===== src/rtl/smb_reg_slave.sv =====
module smb_reg_slave #(
  parameter logic [6:0] ARA_ADDR = 7'h0C
) (
  input  logic       clk,
  input  logic       rst_n,
  input  logic       scl_i,
  input  logic       sda_i,
  output logic       sda_oe,
  input  logic [6:0] dev_addr,
  output logic [7:0] reg_addr,
  output logic [7:0] reg_wdata,
  output logic       reg_we,
  input  logic [7:0] reg_rdata,
  input  logic       reg_defined,
  input  logic       alert_req,
  output logic       alert_n
);
  typedef enum logic [3:0] {S_IDLE, S_ADDR, S_ACK, S_REG, S_DATA, S_WSTOP, S_TX, S_TXACK, S_SKIP} st_t;
  typedef enum logic [1:0] {N_REG, N_DATA, N_WSTOP, N_TX} nx_t;

  logic [1:0] scl_s, sda_s;
  logic       scl_q, sda_q;
  st_t        st;
  nx_t        nx;
  logic [3:0] cnt;
  logic [7:0] sh, txsh;
  logic       rd_arm, wr_pend, alert_tx, pend;

  wire scl     = scl_s[1];
  wire sda     = sda_s[1];
  wire rise    = scl & ~scl_q;
  wire fall    = ~scl & scl_q;
  wire start_c = scl & scl_q & sda_q & ~sda;
  wire stop_c  = scl & scl_q & ~sda_q & sda;

  wire hit_w   = (sh[7:1] == dev_addr) && (sh[7:1] != 7'h00) && !sh[0];
  wire hit_r   = (sh[7:1] == dev_addr) && (sh[7:1] != 7'h00) && sh[0] && rd_arm;
  wire hit_ara = (sh[7:1] == ARA_ADDR) && sh[0] && pend;
  wire [7:0] tx_byte = alert_tx ? {dev_addr, 1'b0} : (reg_defined ? reg_rdata : 8'h00);

  assign alert_n = ~pend;

  always_ff @(posedge clk) begin
    if (!rst_n) begin
      scl_s <= 2'b11;
      sda_s <= 2'b11;
      scl_q <= 1'b1;
      sda_q <= 1'b1;
    end else begin
      scl_s <= {scl_s[0], scl_i};
      sda_s <= {sda_s[0], sda_i};
      scl_q <= scl;
      sda_q <= sda;
    end
  end

  always_ff @(posedge clk) begin
    if (!rst_n) begin
      st        <= S_IDLE;
      nx        <= N_REG;
      cnt       <= '0;
      sh        <= '0;
      txsh      <= '0;
      sda_oe    <= 1'b0;
      rd_arm    <= 1'b0;
      wr_pend   <= 1'b0;
      alert_tx  <= 1'b0;
      pend      <= 1'b0;
      reg_addr  <= '0;
      reg_wdata <= '0;
      reg_we    <= 1'b0;
    end else begin
      reg_we <= 1'b0;
      if (start_c) begin
        rd_arm   <= (st == S_DATA) && (cnt <= 4'd1);
        st       <= S_ADDR;
        cnt      <= '0;
        sda_oe   <= 1'b0;
        wr_pend  <= 1'b0;
        alert_tx <= 1'b0;
      end else if (stop_c) begin
        if (st == S_WSTOP && wr_pend && reg_defined) reg_we <= 1'b1;
        wr_pend <= 1'b0;
        rd_arm  <= 1'b0;
        sda_oe  <= 1'b0;
        st      <= S_IDLE;
      end else begin
        case (st)
          S_ADDR, S_REG, S_DATA: begin
            if (rise && cnt < 4'd8) begin
              sh  <= {sh[6:0], sda};
              cnt <= cnt + 4'd1;
            end else if (fall && cnt == 4'd8) begin
              cnt <= '0;
              if (st == S_ADDR) begin
                rd_arm <= 1'b0;
                if (hit_w) begin
                  sda_oe <= 1'b1; nx <= N_REG; st <= S_ACK;
                end else if (hit_r) begin
                  sda_oe <= 1'b1; nx <= N_TX; st <= S_ACK;
                end else if (hit_ara) begin
                  sda_oe <= 1'b1; nx <= N_TX; alert_tx <= 1'b1; st <= S_ACK;
                end else begin
                  st <= S_SKIP;
                end
              end else if (st == S_REG) begin
                reg_addr <= sh;
                sda_oe   <= 1'b1;
                nx       <= N_DATA;
                st       <= S_ACK;
              end else begin
                reg_wdata <= sh;
                wr_pend   <= 1'b1;
                sda_oe    <= 1'b1;
                nx        <= N_WSTOP;
                st        <= S_ACK;
              end
            end
          end
          S_ACK: begin
            if (fall) begin
              cnt <= '0;
              case (nx)
                N_REG:   begin sda_oe <= 1'b0; st <= S_REG;   end
                N_DATA:  begin sda_oe <= 1'b0; st <= S_DATA;  end
                N_WSTOP: begin sda_oe <= 1'b0; st <= S_WSTOP; end
                default: begin
                  txsh   <= tx_byte;
                  sda_oe <= ~tx_byte[7];
                  st     <= S_TX;
                end
              endcase
            end
          end
          S_TX: begin
            if (rise) begin
              cnt <= cnt + 4'd1;
            end else if (fall && cnt == 4'd8) begin
              sda_oe <= 1'b0;
              st     <= S_TXACK;
            end else if (fall && cnt != 4'd0) begin
              txsh   <= {txsh[6:0], 1'b0};
              sda_oe <= ~txsh[6];
            end
          end
          S_TXACK: begin
            if (rise) begin
              if (alert_tx) pend <= 1'b0;
              alert_tx <= 1'b0;
              st       <= S_SKIP;
            end
          end
          S_WSTOP: begin
            if (fall) begin
              wr_pend <= 1'b0;
              st      <= S_SKIP;
            end
          end
          default: ;
        endcase
      end
      if (alert_req) pend <= 1'b1;
    end
  end
endmodule



===== config.mk =====
export PLATFORM = sky130hd
export DESIGN_NAME = smb_reg_slave
export DESIGN_NICKNAME = d
export VERILOG_FILES = /design/src/rtl/smb_reg_slave.sv
export SDC_FILE = /design/constraint.sdc
export NUM_CORES = 1
export LEC_CHECK = 0
export ABC_CLOCK_PERIOD_IN_PS = 3500
export CAP_MARGIN = 20
export CORE_UTILIZATION = 65
export DETAILED_ROUTE_END_ITERATION = 16
export DONT_BUFFER_PORTS = 1
export PLACE_DENSITY = 0.8
export RECOVER_POWER = 100
export SETUP_SLACK_MARGIN = 0.05
export SLEW_MARGIN = 20
export SYNTH_ARGS = -nofsm -noshare
export SYNTH_HDL_FRONTEND = slang
export SYNTH_SLANG_ARGS = --single-unit

===== constraint.sdc =====
create_clock -name clk -period 3.5 [get_ports clk]
set_input_delay 0.7 -clock clk [delete_from_list [all_inputs] [get_ports clk]]
set_output_delay 0.7 -clock clk [all_outputs]
set_load 0.01 [all_outputs]

==> impl_results.md, run 1 <==
* Measured slew at the worst slew-check pin at 0.8316 ns
* Global Route Usage Sum at 29.46%
* Post-synth EDFFs at 0
* Total placed cells including tap cells at 349
* Cell area after layout at 2877 sq um
* Total half-perimeter wirelength after legalization and detailed placement at 4.376 mm
* Count of antenna-violating nets left after detailed routing at 0
* Cell row count at 23
* Sequential fraction of the synthesis area at 37.03%
* Total global routing overflow at 0
* Worst Hold Class: reg2reg
* Number of port buffers at 0
* Routed Wire Length at 6.094 mm
* Critical Path RT at 3.71 ns
* Post-CTS setup buffer count at 0
* Total die area at 4678 sq um
* Power density cells at 347.5 nW/um^2
* Time the final worst path needs with I/O delays and setup at 2.574 ns
* Num Clock Sinks at 53
* Largest net degree at the start of global routing at 47
* Critical Setup Path Class: reg2reg
* Initial antenna violation count at 0
* Number of setup violations in the final report at 0
* Insertion delay of the later-clocked pin in the worst-skew pair at 0.31 ns
* Share of synthesized flip-flops with an asynchronous set or reset at 0%
* Worst slew margin relative to its limit at 43.78%
* Setup repair after global routing missed its margin: no
* Synthesized net count at 344
* Critical path endpoint category: flip-flop
* Critical Path Source Type: flip-flop
* Mean routed wirelength per cell at 17.07 um
* Via count normalized by instance count at 6.196
* Area Overhead vs Synth at 0.3931%
* Via count of the first global-routing pass at 2112
* Clock Tree Buf Depth at 2
* Die Width at 68.40 um
* CTS Root Cell: clkbuf_8
* CTS tree: done
* Drt first-iter violations at 239
* Via count at 2212
* Most used cells in the layout excluding fill and tap cells: dfxtp_1 (53), nand2_1 (40), nor2_1 (20), nor2b_1 (20), mux2i_1 (18)
* Drt first pass iters at 4
* Static leakage at 1.021 nW
* Total of hold buffers inserted after clock tree synthesis at 0
* Status: complete, no violations
* Clock transition at the registers of the reported paths at 0.10 ns
* Number of endpoints with negative hold slack in the final report at 0
* Standard cell core area at 4115 sq um
* Number of primary I/O pins at 40
* Flops & latches, synth at 53
* Avg Cell Area, Syn at 9.039 sq um
* FMAX at 388.5 MHz
* Remaining design rule violation count at 0
* Wire length of the first global-routing pass at 10.04 mm
* Number of library cell types mapped by synthesis at 68
* Worst r2r path cells at 5
* Worst clock skew at 0.004835 ns
* DIE HEIGHT at 68.40 um
* Post-CTS Resized at 0
* Number of synthesis warnings at 0
* Arrival @ worst endpoint at 2.78 ns
* Main flop type after synthesis: dfxtp_1
* Min-Delay Path Depth at 1
* Most common library cell in the layout ignoring fill and taps: dfxtp_1
* Instance count of the mapped netlist at 317
* Final design utilization at 69.90%
* Peak supply drop at 0.2789 mV
* Total standard cell area after synthesis at 2865 sq um
* Slew Limit Fails at 0
* Final net count at 333
* Placed instance area at 2835 sq um
* Initial standard-cell utilization of the core at 69.63%
* N_diodes at 0
* Number of levels in the clock H-tree at 2
* Num CTS Buffers at 5
* Post-route setup TNS at 0 ns
* Period utilisation layout at 73.54%
* Routability congestion estimate at 0.9245
* Count of non-filler cells in the finished layout at 357
* Worst-path fanout max at 18
* Max_cap viols at 0
* Layout cell share with drive strength beyond 1 at 6.515%
## report_power, final
part           internal (mW)  switching (mW)  leakage, nW  total, mW
Clock                  0.142           0.210       0.0445      0.353
Sequential             0.607         0.00385        0.428      0.610
Combinational         0.0184          0.0183        0.548     0.0367
## final timing paths
path / start / endpoint / slack, ns
setup / recovery: st[2]$_SDFFE_PP0P_ / cnt[2]$_SDFFE_PP0P_ / 0.93
hold / removal: sda_s[0]$_SDFF_PN1_ / sda_s[1]$_SDFF_PN1_ / 0.41
setup reg to reg: st[2]$_SDFFE_PP0P_ / cnt[2]$_SDFFE_PP0P_ / 0.93
hold reg to reg: sda_s[0]$_SDFF_PN1_ / sda_s[1]$_SDFF_PN1_ / 0.41
## logic make-up after synthesis
kind of cell	synth area share [%]
compound gates	19.21
xor+xnor	3.057
fa+ha+maj	2.620
buf+inv	4.541
flops	37.03
mux	6.288
simple gates	27.25
## cells in the mapped netlist (3+ instances only)
| master | number | area share, % |
|---|---|---|
| dfxtp_1 | 53 | 37 |
| nand2_1 | 39 | 5.1 |
| nor2_1 | 20 | 2.6 |
| nor2b_1 | 20 | 4.4 |
| mux2i_1 | 18 | 6.3 |
| a21boi_1 | 13 | 3.4 |
| nand2b_1 | 11 | 2.4 |
| inv_1 | 10 | 1.3 |
| a21oi_1 | 9 | 1.6 |
| clkbuf_1 | 9 | 1.2 |
| xor2_1 | 8 | 2.4 |
| a22oi_1 | 7 | 1.8 |
| nand3_1 | 7 | 1.2 |
| a211o_1 | 6 | 1.8 |
| ha_1 | 6 | 2.6 |
| buf_2 | 5 | 0.87 |
| nor3_1 | 5 | 0.87 |
| nand4b_1 | 4 | 1.2 |
| a21boi_2 | 3 | 1.2 |
| o21ai_0 | 3 | 0.52 |
## sequential cells by signal (all words and copies together), names as in the netlist
signal     count
alert_tx       1
reg_we         1
sh             8
sda_q          1
st             4
wr_pend        1
reg_wdata      8
rd_arm         1
reg_addr       8
txsh           7
cnt            4
pend           1
nx             2
sda_oe         1
sda_s          2
scl_q          1
scl_s          2
## layer usage
layer	part of all wire, %	routed length [um]	track usage, %	vias up
met1	45	2763	38.38	1049
li1	-	-	-	1087
met5	0	0	0	-
met2	47	2894	48.16	65
met3	5.6	339	6.167	11
met4	1.6	95	9.375	0
## per-stage QoR
step,total power [mW],setup WS [ns],hold WS (ns)
after CTS,1.004,1.363,0.4147
after global routing,1.030,0.6954,0.4409
after floorplan,0.6613,1.521,0.3863
after detailed placement,0.6618,1.314,0.3909
final,0.9995,0.9261,0.4125
after global placement,0.6612,1.375,0.3887
## final cells by class
cell class | count | area, sq um
clock buffers | 5 | 68.82
clock inverters | 3 | 21.27
fillers | 338 | 1239
inverters | 10 | 37.54
multi-input cells | 236 | 1625
flip-flops and latches | 53 | 1061
well taps | 50 | 62.56
## critical path, cell delays in order (launching register included)
cell      delay (ns)
dfxtp_1         0.72
nor4b_1         0.75
o22ai_2         0.17
o221ai_1        0.53
nor3_1          0.09
o21ba_2         0.21
Note: power is estimated with default switching activity, not from simulation.
==> inputs of run 2 (changes only) <==
- ABC_CLOCK_PERIOD_IN_PS: 3500 -> 2100
- CORE_UTILIZATION: 65 -> 57
- PLACE_DENSITY: 0.8 -> 0.74
- clock period: 3.5 -> 2.1 ns (I/O delays scaled with it)
==> impl_results.md, run 2 (same netlist as run 1, synthesis figures left out) <==
* Status: complete, no violations
* Worst clock skew at 0.007251 ns (+0.002416 ns)
* Via count at 2296 (+3.8%)
* Worst Hold Launch: rst_n
* Area Overhead vs Synth at 6.943%
* Largest net degree at the start of global routing at 47 (unchanged)
* Via count normalized by instance count at 5.902 (-4.7%)
* Number of setup violations in the final report at 0 (unchanged)
* Min-Delay Path Depth at 1 (unchanged)
* Worst r2r path cells at 8 (+3)
* N_diodes at 0 (unchanged)
* Critical Setup Path Class: reg2reg
* Clock Tree Buf Depth at 2 (unchanged)
* Total die area at 5314 sq um (+14%)
* DIE HEIGHT at 72.90 um (+6.6%)
* Mean routed wirelength per cell at 16.41 um (-3.8%)
* Drt first-iter violations at 181 (-24%)
* Time the final worst path needs with I/O delays and setup at 1.945 ns (-0.6293 ns)
* Wire length of the first global-routing pass at 10.21 mm (+1.7%)
* Final net count at 348 (+4.5%)
* Period utilisation layout at 92.60% (+19 points)
* Drt first pass iters at 4 (unchanged)
* Clock transition at the registers of the reported paths at 0.10 ns (about the same)
* Arrival @ worst endpoint at 2.17 ns (-0.61 ns)
* Max_cap viols at 0 (unchanged)
* Worst Hold Class: in2reg
* Met1 usage at 33.77% (-4.6 points)
* Number of endpoints with negative hold slack in the final report at 0 (unchanged)
* Critical Path Source Type: flip-flop
* Via count of the first global-routing pass at 2104 (-0.38%)
* Critical path endpoint category: flip-flop
* Routed Wire Length at 6.385 mm (+4.8%)
* Top flop regs: reg_addr: 8 flops, reg_wdata: 8 flops, sh: 8 flops
* Power density cells at 549.4 nW/um^2 (+58%)
* Critical Path RT at 2.32 ns (-1.39 ns)
* Initial antenna violation count at 0 (unchanged)
* Met2 track demand over resource in global routing at 41.02% (-7.1 points)
* Reg2reg start: cnt[0]$_SDFFE_PP0P_
* Cell row count at 25 (+8.7%)
* Global Route Usage Sum at 25.33% (-4.1 points)
* Most common library cell in the layout ignoring fill and taps: dfxtp_1
* Reg-to-Reg End: st[2]$_SDFFE_PP0P_
* Cell area after layout at 3064 sq um (+6.5%)
* Fill count at 433 (+28%)
* Peak supply drop at 0.4574 mV (+64%)
* Insertion delay of the later-clocked pin in the worst-skew pair at 0.31 ns (about the same)
* Number of primary I/O pins at 40 (unchanged)
* Total global routing overflow at 0 (unchanged)
* Worst slew margin relative to its limit at 64.67% (+21 points)
* Remaining design rule violation count at 0 (unchanged)
* Slew Limit Fails at 0 (unchanged)
* Initial standard-cell utilization of the core at 59.87% (-9.8 points)
* Total half-perimeter wirelength after legalization and detailed placement at 4.613 mm (+5.4%)
* Post-route setup TNS at 0 ns (unchanged)
* FMAX at 514.2 MHz (+32%)
* End of the worst hold path: scl_s[1]$_SDFF_PN1_
* Measured slew at the worst slew-check pin at 0.5292 ns (-0.3024 ns)
* Placed instance area at 2962 sq um (+4.5%)
* Number of port buffers at 0 (unchanged)
* Static leakage at 1.092 nW (+7.0%)
* Number of levels in the clock H-tree at 2 (unchanged)
* Worst-path fanout max at 6 (-12)
* Num CTS Buffers at 5 (unchanged)
* Global-route met3 utilization at 6.630% (+0.46 points)
* Setup slack, reg-to-reg at 0.16 ns (-0.77 ns)
* Layout cell share with drive strength beyond 1 at 12.73% (+6.2 points)
* CTS Root Cell: clkbuf_8
* CTS tree: done
* Setup repair after global routing missed its margin: no
* Most used cells in the layout excluding fill and tap cells: dfxtp_1 (51), nand2_1 (40), nor2b_1 (20), nor2_1 (19), mux2i_1 (18)
* Gr busiest metal: met2
* Num Clock Sinks at 53 (unchanged)
* Die Width at 72.90 um (+6.6%)
* Count of antenna-violating nets left after detailed routing at 0 (unchanged)
* Standard cell core area at 4786 sq um (+16%)
* Routability congestion estimate at 0.8861 (-4.2%)
==> run 2: stage by stage <==
stage                     hold slack, ns  worst slack (ns)  instances  util, %  power, mW
after floorplan                   0.3863            0.3053        317        -      1.102
after detailed placement          0.3938            0.1077        380    61.88      1.108
after global routing              0.1680           0.03445        389    64.03      1.743
after CTS                         0.1758           0.07965        388    63.76      1.692
after global placement            0.3878            0.1537        380    61.88      1.108
final                             0.1768            0.1554        389    64.03      1.683
==> run 2: repair_timing <==
item,in CTS,in global routing
setup endpoints to repair,0,24
resized for setup,0,7
buffers inserted,0,1
hold buffers,0,0
==> run 2: critical path, stage by stage, from the launching register on <==
cell,delay [ns]
dfxtp_1,0.36
inv_1,0.10
ha_1,0.19
nand3b_1,0.08
buf_2,0.18
or3_1,0.37
o22ai_4,0.26
nand2b_1,0.09
a221oi_1,0.23
==> run 2: layer usage <==
layer,part of all wire [%],up-vias
li1,-,1125
met1,46,1098
met2,48,68
met3,5.9,5
met4,0.66,0
met5,0,-
==> run 2: area by class of cell <==
cell class	count	area (sq um)	area share [%]
well taps	67	83.83	2.736
flip-flops and latches	53	1064	34.71
inverters	10	37.54	1.225
multi-input cells	236	1685	55.00
repair buffers	15	103.9	3.389
clock inverters	3	21.27	0.6942
clock buffers	5	68.82	2.246
==> run 2: power by group <==
part	internal, mW	switching (mW)	total, mW
Sequential	1.01	0.00623	1.02
Clock	0.238	0.360	0.597
Combinational	0.0357	0.0332	0.0689
==> run 2: how the worst max path moves through the flow <==
stage                     slack [ns]  cells past startpoint                 from                   to
after global routing            0.03                      8  cnt[0]$_SDFFE_PP0P_  cnt[1]$_SDFFE_PP0P_
after global placement          0.15                      7  cnt[0]$_SDFFE_PP0P_   nx[0]$_SDFFE_PN0P_
after floorplan                 0.31                      7  cnt[0]$_SDFFE_PP0P_   nx[0]$_SDFFE_PN0P_
final                           0.16                      8  cnt[0]$_SDFFE_PP0P_   st[2]$_SDFFE_PP0P_
after CTS                       0.08                      7  cnt[0]$_SDFFE_PP0P_   nx[0]$_SDFFE_PN0P_
after detailed placement        0.11                      7  cnt[0]$_SDFFE_PP0P_   nx[0]$_SDFFE_PN0P_
